`src/rtl/phyPortPkg.sv`:
```
package phyPortPkg;
  typedef enum logic [2:0] {
    OP_ADDR   = 3'd0,
    OP_WRITE  = 3'd1,
    OP_READ   = 3'd2,
    OP_PHYRST = 3'd3,
    OP_PWRDN  = 3'd4
  } opT;

  typedef enum logic [1:0] {STB_ADDR = 2'd0, STB_DATA = 2'd1, STB_WRITE = 2'd2, STB_READ = 2'd3} stbT;

  typedef enum logic [2:0] {
    SRC_CMDADDR, SRC_CMDDATA, SRC_RSTADDR, SRC_RSTVAL, SRC_LOCKADDR
  } srcT;

  typedef enum logic [2:0] {
    ST_IDLE, ST_SETUP, ST_RAISE, ST_RISE, ST_FALL, ST_FIRE, ST_GAP
  } stateT;

  typedef struct packed {
    logic latchCmd;
    logic loadImage;
    srcT  src;
    logic strobeOn;
    stbT  which;
    logic dropStrobe;
    logic startTimer;
    logic captureRd;
    logic setPwrDn;
  } ctlT;
endpackage

```
`src/rtl/phyPortData.sv`:
```
module phyPortData
  import phyPortPkg::*;
#(
  parameter int DATA_W = 16,
  parameter int GAP_W = 16,
  parameter int LOCK_BIT = 1,
  parameter logic [DATA_W-1:0] RST_ADDR = 16'h7F3F,
  parameter logic [DATA_W-1:0] LOCK_ADDR = 16'h2003
) (
  input  logic              clk,
  input  logic              rst,
  input  ctlT               ctl,
  input  logic [DATA_W-1:0] cmdAddr,
  input  logic [DATA_W-1:0] cmdData,
  input  logic [GAP_W-1:0]  pollGap,
  input  logic              ackAsync,
  input  logic [DATA_W-1:0] phyDataOut,
  output logic [DATA_W-1:0] dataIn,
  output logic [3:0]        strobes,
  output logic              ackSync,
  output logic              timerZero,
  output logic              lockSeen,
  output logic              fireHit,
  output logic [DATA_W-1:0] rdData,
  output logic              pwrDn
);
  logic [DATA_W-1:0] addrQ, dataQ, srcVal;
  logic [GAP_W-1:0]  timerQ;
  logic              ackMeta;

  always_comb begin
    case (ctl.src)
      SRC_CMDADDR:  srcVal = addrQ;
      SRC_CMDDATA:  srcVal = dataQ;
      SRC_RSTADDR:  srcVal = RST_ADDR;
      SRC_RSTVAL:   srcVal = DATA_W'(1);
      SRC_LOCKADDR: srcVal = LOCK_ADDR;
      default:      srcVal = '0;
    endcase
  end

  always_ff @(posedge clk) begin
    if (rst) begin
      addrQ   <= '0;
      dataQ   <= '0;
      dataIn  <= '0;
      strobes <= '0;
      ackMeta <= 1'b0;
      ackSync <= 1'b0;
      timerQ  <= '0;
      rdData  <= '0;
      pwrDn   <= 1'b0;
    end else begin
      ackMeta <= ackAsync;
      ackSync <= ackMeta;
      if (ctl.latchCmd) begin
        addrQ <= cmdAddr;
        dataQ <= cmdData;
      end
      if (ctl.loadImage) begin
        dataIn  <= srcVal;
        strobes <= '0;
      end else if (ctl.strobeOn) begin
        strobes <= 4'(1) << ctl.which;
      end else if (ctl.dropStrobe) begin
        strobes <= '0;
      end
      if (ctl.startTimer) timerQ <= pollGap;
      else if (timerQ != '0) timerQ <= timerQ - 1'b1;
      if (ctl.captureRd) rdData <= phyDataOut;
      if (ctl.setPwrDn) pwrDn <= 1'b1;
    end
  end

  assign timerZero = (timerQ == '0);
  assign lockSeen  = rdData[LOCK_BIT];
  assign fireHit   = (addrQ == RST_ADDR) && dataQ[0];

  assert_one_strobe_R2: assert property (@(posedge clk) disable iff (rst) $onehot0(strobes));
  assert_data_hold_R2: assert property (@(posedge clk) disable iff (rst)
    ((|strobes) && $past(|strobes)) |-> $stable(dataIn));
  assert_read_capture_R5: assert property (@(posedge clk) disable iff (rst)
    ctl.captureRd |-> strobes[STB_READ]);
  assert_pwrdn_sticky_R12: assert property (@(posedge clk) disable iff (rst) pwrDn |=> pwrDn);
endmodule

```
`src/rtl/phyPortCtrl.sv`:
```
module phyPortCtrl
  import phyPortPkg::*;
#(
  parameter int POLL_LIMIT = 10,
  parameter int LOCK_LIMIT = 10
) (
  input  logic       clk,
  input  logic       rst,
  input  logic       cmdValid,
  input  logic [2:0] cmdOp,
  input  logic       ackSync,
  input  logic       timerZero,
  input  logic       lockSeen,
  input  logic       fireHit,
  output ctlT        ctl,
  output logic       busy,
  output logic       done,
  output logic       error
);
  localparam int POLL_CW = $clog2(POLL_LIMIT + 1);
  localparam int LOCK_CW = $clog2(LOCK_LIMIT + 1);
  localparam logic [POLL_CW-1:0] POLL_LAST = POLL_CW'(POLL_LIMIT - 1);
  localparam logic [LOCK_CW-1:0] LOCK_LAST = LOCK_CW'(LOCK_LIMIT - 1);

  stateT state, stateN;
  opT    op, opN;
  stbT   step, stepN;
  logic  phase, phaseN, finish, fail;
  logic [POLL_CW-1:0] pollCnt, pollN;
  logic [LOCK_CW-1:0] lockCnt, lockN;

  always_comb begin
    ctl = '0;
    stateN = state; opN = op; stepN = step; phaseN = phase;
    pollN = pollCnt; lockN = lockCnt;
    finish = 1'b0; fail = 1'b0;
    if (step == STB_ADDR)
      ctl.src = (op == OP_PHYRST) ? (phase ? SRC_LOCKADDR : SRC_RSTADDR) : SRC_CMDADDR;
    else
      ctl.src = (op == OP_PHYRST) ? SRC_RSTVAL : SRC_CMDDATA;
    ctl.which = step;
    case (state)
      ST_IDLE: if (cmdValid) begin
        case (cmdOp)
          OP_ADDR, OP_WRITE, OP_READ, OP_PHYRST: begin
            ctl.latchCmd = 1'b1;
            opN = opT'(cmdOp); stepN = STB_ADDR; phaseN = 1'b0;
            stateN = ST_SETUP;
          end
          OP_PWRDN: begin ctl.setPwrDn = 1'b1; finish = 1'b1; end
          default: finish = 1'b1;
        endcase
      end
      ST_SETUP: begin ctl.loadImage = 1'b1; stateN = ST_RAISE; end
      ST_RAISE: begin
        ctl.strobeOn = 1'b1; ctl.startTimer = 1'b1; pollN = '0; stateN = ST_RISE;
      end
      ST_RISE: if (timerZero) begin
        if (ackSync) begin
          ctl.dropStrobe = 1'b1; ctl.captureRd = (step == STB_READ);
          ctl.startTimer = 1'b1; pollN = '0; stateN = ST_FALL;
        end else if (pollCnt == POLL_LAST) fail = 1'b1;
        else begin pollN = pollCnt + 1'b1; ctl.startTimer = 1'b1; end
      end
      ST_FALL: if (timerZero) begin
        if (!ackSync) begin
          case (step)
            STB_ADDR:
              if (op == OP_ADDR) finish = 1'b1;
              else if (op == OP_WRITE || (op == OP_PHYRST && !phase)) begin
                stepN = STB_DATA; stateN = ST_SETUP;
              end else begin stepN = STB_READ; stateN = ST_RAISE; end
            STB_DATA:
              if (op == OP_PHYRST || fireHit) begin
                ctl.strobeOn = 1'b1; ctl.which = STB_WRITE; stateN = ST_FIRE;
              end else begin stepN = STB_WRITE; stateN = ST_RAISE; end
            STB_WRITE: finish = 1'b1;
            default:
              if (op != OP_PHYRST || lockSeen) finish = 1'b1;
              else if (lockCnt == LOCK_LAST) fail = 1'b1;
              else begin lockN = lockCnt + 1'b1; ctl.startTimer = 1'b1; stateN = ST_GAP; end
          endcase
        end else if (pollCnt == POLL_LAST) fail = 1'b1;
        else begin pollN = pollCnt + 1'b1; ctl.startTimer = 1'b1; end
      end
      ST_FIRE: begin
        ctl.dropStrobe = 1'b1;
        if (op == OP_PHYRST) begin
          phaseN = 1'b1; lockN = '0; ctl.startTimer = 1'b1; stateN = ST_GAP;
        end else finish = 1'b1;
      end
      ST_GAP: if (timerZero) begin stepN = STB_ADDR; stateN = ST_SETUP; end
      default: stateN = ST_IDLE;
    endcase
    if (finish || fail) begin ctl.dropStrobe = 1'b1; stateN = ST_IDLE; end
  end

  always_ff @(posedge clk) begin
    if (rst) begin
      state <= ST_IDLE; op <= OP_ADDR; step <= STB_ADDR; phase <= 1'b0;
      pollCnt <= '0; lockCnt <= '0; done <= 1'b0; error <= 1'b0;
    end else begin
      state <= stateN; op <= opN; step <= stepN; phase <= phaseN;
      pollCnt <= pollN; lockCnt <= lockN; done <= finish; error <= fail;
    end
  end

  assign busy = (state != ST_IDLE);

  assert_pulse_excl_R13: assert property (@(posedge clk) disable iff (rst) !(done && error));
  assert_idle_on_end_R13: assert property (@(posedge clk) disable iff (rst) (done || error) |-> !busy);
  assert_poll_bound_R7: assert property (@(posedge clk) disable iff (rst) pollCnt <= POLL_LAST);
  assert_lock_bound_R11: assert property (@(posedge clk) disable iff (rst) lockCnt <= LOCK_LAST);
endmodule

```
`src/rtl/phyPortSeq.sv`:
```
module phyPortSeq
  import phyPortPkg::*;
#(
  parameter int DATA_W = 16,
  parameter int GAP_W = 16,
  parameter int POLL_LIMIT = 10,
  parameter int LOCK_LIMIT = 10
) (
  input  logic              clk,
  input  logic              rst,
  input  logic              cmdValid,
  input  logic [2:0]        cmdOp,
  input  logic [DATA_W-1:0] cmdAddr,
  input  logic [DATA_W-1:0] cmdData,
  input  logic [GAP_W-1:0]  pollGap,
  output logic              busy,
  output logic              done,
  output logic              error,
  output logic [DATA_W-1:0] rdData,
  output logic [DATA_W-1:0] crDataIn,
  output logic              crCapAddr,
  output logic              crCapData,
  output logic              crWrite,
  output logic              crRead,
  input  logic              crAck,
  input  logic [DATA_W-1:0] crDataOut,
  output logic              phyPowerDown
);
  ctlT        ctl;
  logic [3:0] strobes;
  logic       ackSync, timerZero, lockSeen, fireHit;

  phyPortCtrl #(.POLL_LIMIT(POLL_LIMIT), .LOCK_LIMIT(LOCK_LIMIT)) uCtrl (
    .clk(clk), .rst(rst), .cmdValid(cmdValid), .cmdOp(cmdOp), .ackSync(ackSync),
    .timerZero(timerZero), .lockSeen(lockSeen), .fireHit(fireHit), .ctl(ctl),
    .busy(busy), .done(done), .error(error)
  );

  phyPortData #(.DATA_W(DATA_W), .GAP_W(GAP_W)) uData (
    .clk(clk), .rst(rst), .ctl(ctl), .cmdAddr(cmdAddr), .cmdData(cmdData),
    .pollGap(pollGap), .ackAsync(crAck), .phyDataOut(crDataOut), .dataIn(crDataIn),
    .strobes(strobes), .ackSync(ackSync), .timerZero(timerZero), .lockSeen(lockSeen),
    .fireHit(fireHit), .rdData(rdData), .pwrDn(phyPowerDown)
  );

  assign crCapAddr = strobes[STB_ADDR];
  assign crCapData = strobes[STB_DATA];
  assign crWrite   = strobes[STB_WRITE];
  assign crRead    = strobes[STB_READ];

  assert_err_quiet_R7: assert property (@(posedge clk) disable iff (rst) error |-> (strobes == 4'b0));
endmodule

```
`config.mk`:
```
export PLATFORM = sky130hd
export DESIGN_NAME = phyPortSeq
export DESIGN_NICKNAME = d
export VERILOG_FILES = /design/src/rtl/phyPortPkg.sv /design/src/rtl/phyPortData.sv /design/src/rtl/phyPortCtrl.sv /design/src/rtl/phyPortSeq.sv
export SDC_FILE = /design/constraint.sdc
export NUM_CORES = 1
export LEC_CHECK = 0
export BUFFER_PORTS_ARGS = -buffer_cell sky130_fd_sc_hd__buf_4
export CORE_UTILIZATION = 40
export DETAILED_ROUTE_END_ITERATION = 16
export MAX_ROUTING_LAYER = met4
export PLACE_DENSITY = 0.66
export SKIP_LAST_GASP = 1
export SYNTH_ARGS = -nofsm -noshare
export SYNTH_HDL_FRONTEND = slang
export SYNTH_SLANG_ARGS = --single-unit
```
`constraint.sdc`:
```
create_clock -name clk -period 2 [get_ports clk]
set_input_delay 0.1 -clock clk [delete_from_list [all_inputs] [get_ports clk]]
set_output_delay 0.1 -clock clk [all_outputs]
set_load 0.05 [all_outputs]
```
==> flow_summary.toml <==
[sta]
fin_ws_ns = -0.01043
post-route-min-period_ns = 2.010
max_freq_mhz = 497.4
whs_ns = 0.01022
slew_headroom = 0.6449
drv_slew = 0
clock_skew_ns = 0.006015
rsz0062_at_grt = "yes"
worstMarginPinSlew_ns = 0.5314
finalSetupViolCount = 3
tns_ns = -0.02934
hold_viol_final = 0
fin_crit_sh = 1.005

[pwr]
vdd_drop_max_uv = 561.6
p_leak_nw = 3.015
p_switching_w = 0.002284
p_comb_frac = 0.347
clkPwrFrac = 0.296
internal_power_w = 0.004757
pwr_density_cell_nw_per_um2 = 944.3
p_sw_frac = 0.3244
p_seq_frac = 0.357

[logic_synthesis]
async_flop_share = 0
netlist.area_leader.share = 0.4306
mappedNetlistArea_um2 = 4928
avgSynthCellArea_um2 = 8.106
ys_types = 69
synth_fp_nets = 685
yosysWarningCount = 0
ys.flop_type = "dfxtp_1"
synthCells = 608
ys_ff_latch = 106
synth_area_leader_cell = "dfxtp_1"
yosysSeqAreaShare = 0.4306
synth_edf_count = 0
synthTopCellsByArea = "dfxtp_1 43%, nand2_1 11%, a21oi_1 8.3%"

[place]
place.port_buffers = 110
gp_congestion = 0.8688
hpwl_um = 10280
placed_cell_area_um2 = 6240

[global_route]
grt_pass1_vias = 5003
grt_pass1_wl_um = 23970
antenna_found_initial = 0
overflow = 0
grt_max_degree = 38
grt_use_total = 0.2451

[setup_path]
worst-setup-path-type = "flop to flop"
crit_required_ns = 2.29
slowest_delay_ns = 0.34
crit_buf_inv = 3
crit_path_cell_trace = "nor4_4 -> buf_4 -> and4_4 -> buf_6 -> o21a_1 -> o21a_2 -> clkbuf_16 -> o2bb2ai_1"
critical-path-slowest-cell = "dfxtp_1"
end_kind = "flop"
worstPathArrival_ns = 2.30
worst-path-max-fanout = 7
critical_path.top_delay_family = "simple AND/OR/NAND/NOR gates"
rrSetupSlack_ns = -0.01
cp-start-kind = "flop"

[route]
wire_per_inst_um = 15.70
first_pass_iters = 4
drt-total-wl_um = 15190
drc = 0
ant_nets = 0
routed_via_density = 5.347
vias = 5171
drt-initial-drc-count = 325

[layout]
diodes = 0
drive_above_1_share = 0.3146
area_growth_pct = 51.28
regArea_um2 = 2133
fin_util = 0.6207
multi_input_area_um2 = 2796
final_cell_area_um2 = 7456
fill_cells = 1027
layout.nets = 892

[status]
violations = "setup timing"
status = "finished with violations"

[clocking]
cts_tree = "built"
clkTransAtPathRegs_ns = 0.07
root_buffer = "clkbuf_16"
cts.sinks = 106
cts_max_path_buffers = 2
h-tree-depth = 3
worstSkewPairLatency_ns = 0.36
cts_buffers = 9

[job]
timing.max_cap.violations = 0

[floorplan]
initial_core_util = 0.4103
row_count = 40
core_um2 = 12010
die_h_um = 113
io-pin-count = 111
design.die.area_um2 = 12770
die_w_um = 113

[min_path]
min_path_type = "primary input to flop"
==> state kept, by name (all words and copies together) (netlist names) <==
| signal | flops |
|---|---|
| uCtrl.done | 1 |
| uCtrl.error | 1 |
| uCtrl.lockCnt | 4 |
| uCtrl.op | 3 |
| uCtrl.phase | 1 |
| uCtrl.pollCnt | 4 |
| uCtrl.state | 3 |
| uCtrl.step | 2 |
| uData.ackMeta | 1 |
| uData.ackSync | 1 |
| uData.addrQ | 16 |
| uData.dataIn | 16 |
| uData.dataQ | 16 |
| uData.pwrDn | 1 |
| uData.rdData | 16 |
| uData.strobes | 4 |
| uData.timerQ | 16 |
==> stage by stage <==
step / setup WS, ns / total power, W / cells
floorplan: 0.02601 / 0.003811 / 608
global placement: -0.02493 / 0.004515 / 886
CTS: -0.01065 / 0.006758 / 957
detailed placement: -0.03295 / 0.004552 / 886
global route: -0.06949 / 0.007384 / 967
finish: -0.01043 / 0.007041 / 967
==> timing repair <==
item	CTS	global route
endpoints found under the setup margin	28	67
resized for setup	7	48
cloned	0	1
setup buffers	0	9
endpoints found under the hold margin	55	0
hold buffers	55	0
pin swaps	0	18
==> cell usage after synthesis (all sizes together) (3+ instances only) <==
| library cell | instances |
|---|---|
| clkbuf | 24 |
| inv | 12 |
| nand3 | 6 |
| o21a | 4 |
| mux2i | 6 |
| nor3 | 23 |
| dfxtp | 106 |
| or3 | 8 |
| nor2b | 5 |
| xnor2 | 12 |
| a211oi | 4 |
| buf | 11 |
| o31ai | 3 |
| o21ai | 20 |
| o2bb2ai | 11 |
| o22ai | 3 |
| nand2 | 145 |
| a21oi | 83 |
| or4 | 3 |
| nor2 | 36 |
| nand3b | 9 |
| xor2 | 6 |
| ha | 6 |
| nand4 | 3 |
| a31oi | 3 |
| nor4 | 6 |
| nor3b | 3 |
| a22o | 3 |
| o221a | 11 |
==> area by class of cell <==
type                            count  area share
Clock buffer                       10     0.03205
Multi-Input combinational cell    454      0.3751
Sequential cell                   106      0.2861
Timing Repair Buffer              231      0.2599
Tap cell                          147     0.02467
Inverter                           13    0.007048
Clock inverter                      6     0.01510
==> cell usage in the layout, fill, tap and decap left out, types with 3 or more instances in the layout <==
cell type | netlist | routed
a211oi_2 | 1 | 3
a21oi_1 | 82 | 82
a22o_1 | 3 | 3
a31oi_1 | 3 | 3
buf_12 | 0 | 3
buf_4 | 2 | 169
buf_6 | 2 | 3
bufinv_16 | 0 | 3
clkbuf_16 | 0 | 10
dfxtp_1 | 106 | 99
dfxtp_2 | 0 | 6
dlygate4sd3_1 | 0 | 55
ha_1 | 6 | 4
inv_1 | 11 | 9
inv_2 | 1 | 3
mux2i_1 | 6 | 6
nand2_1 | 145 | 144
nand3_1 | 6 | 6
nand3b_1 | 9 | 9
nor2_1 | 36 | 33
nor2b_1 | 5 | 5
nor3_1 | 23 | 18
nor3_2 | 0 | 4
nor4_4 | 1 | 3
o21a_1 | 4 | 3
o21ai_0 | 20 | 17
o21ai_1 | 0 | 3
o221a_2 | 11 | 11
o2bb2ai_1 | 11 | 7
o2bb2ai_2 | 0 | 4
or3_1 | 7 | 6
xnor2_1 | 12 | 12
xor2_1 | 6 | 6
==> power groups by stage <==
stage | logic (W) | registers [W] | clock network [W]
finish | 0.00244 | 0.00251 | 0.00209
CTS | 0.00214 | 0.00249 | 0.00213
global route | 0.00265 | 0.00253 | 0.00220
global placement | 0.00199 | 0.00252 | 0
floorplan | 0.00115 | 0.00266 | 0
detailed placement | 0.00202 | 0.00253 | 0
==> logic make-up after synthesis <==
group | count (synthesis) | synth area share
AOI/OAI and AO/OA | 160 | 0.2125
xor gates and xnor gates | 18 | 0.03199
adders and majority gates | 6 | 0.01523
buffers and inverters | 48 | 0.04290
DFF | 106 | 0.4306
muxes | 6 | 0.01219
and+or+nand+nor | 264 | 0.2546
==> layer usage <==
metal,up-vias,track usage,part of all wire
li1,2550,-,-
met4,0,0.09211,0.024
met1,2459,0.2830,0.42
met3,31,0.04499,0.041
met2,131,0.4229,0.51
met5,-,-,0
==> path summary, 6_finish.rpt <==
check                           depth (start not counted)               end            start
worst min-delay path                                    3       uCtrl.op[1]         cmdOp[1]
worst max register to register                          8  uData.timerQ[14]  uData.timerQ[2]
worst min register to register                          1     uData.ackSync    uData.ackMeta
worst max-delay path                                    8  uData.timerQ[14]  uData.timerQ[2]
==> worst register-to-register path, cell delays in order, from the launching register on <==
cell and delay [ns]:
dfxtp_1 0.34, nor4_4 0.34, buf_4 0.19, and4_4 0.29
buf_6 0.12, o21a_1 0.18, o21a_2 0.22, clkbuf_16 0.16
o2bb2ai_1 0.11
Note: power is estimated with default switching activity, not from simulation.
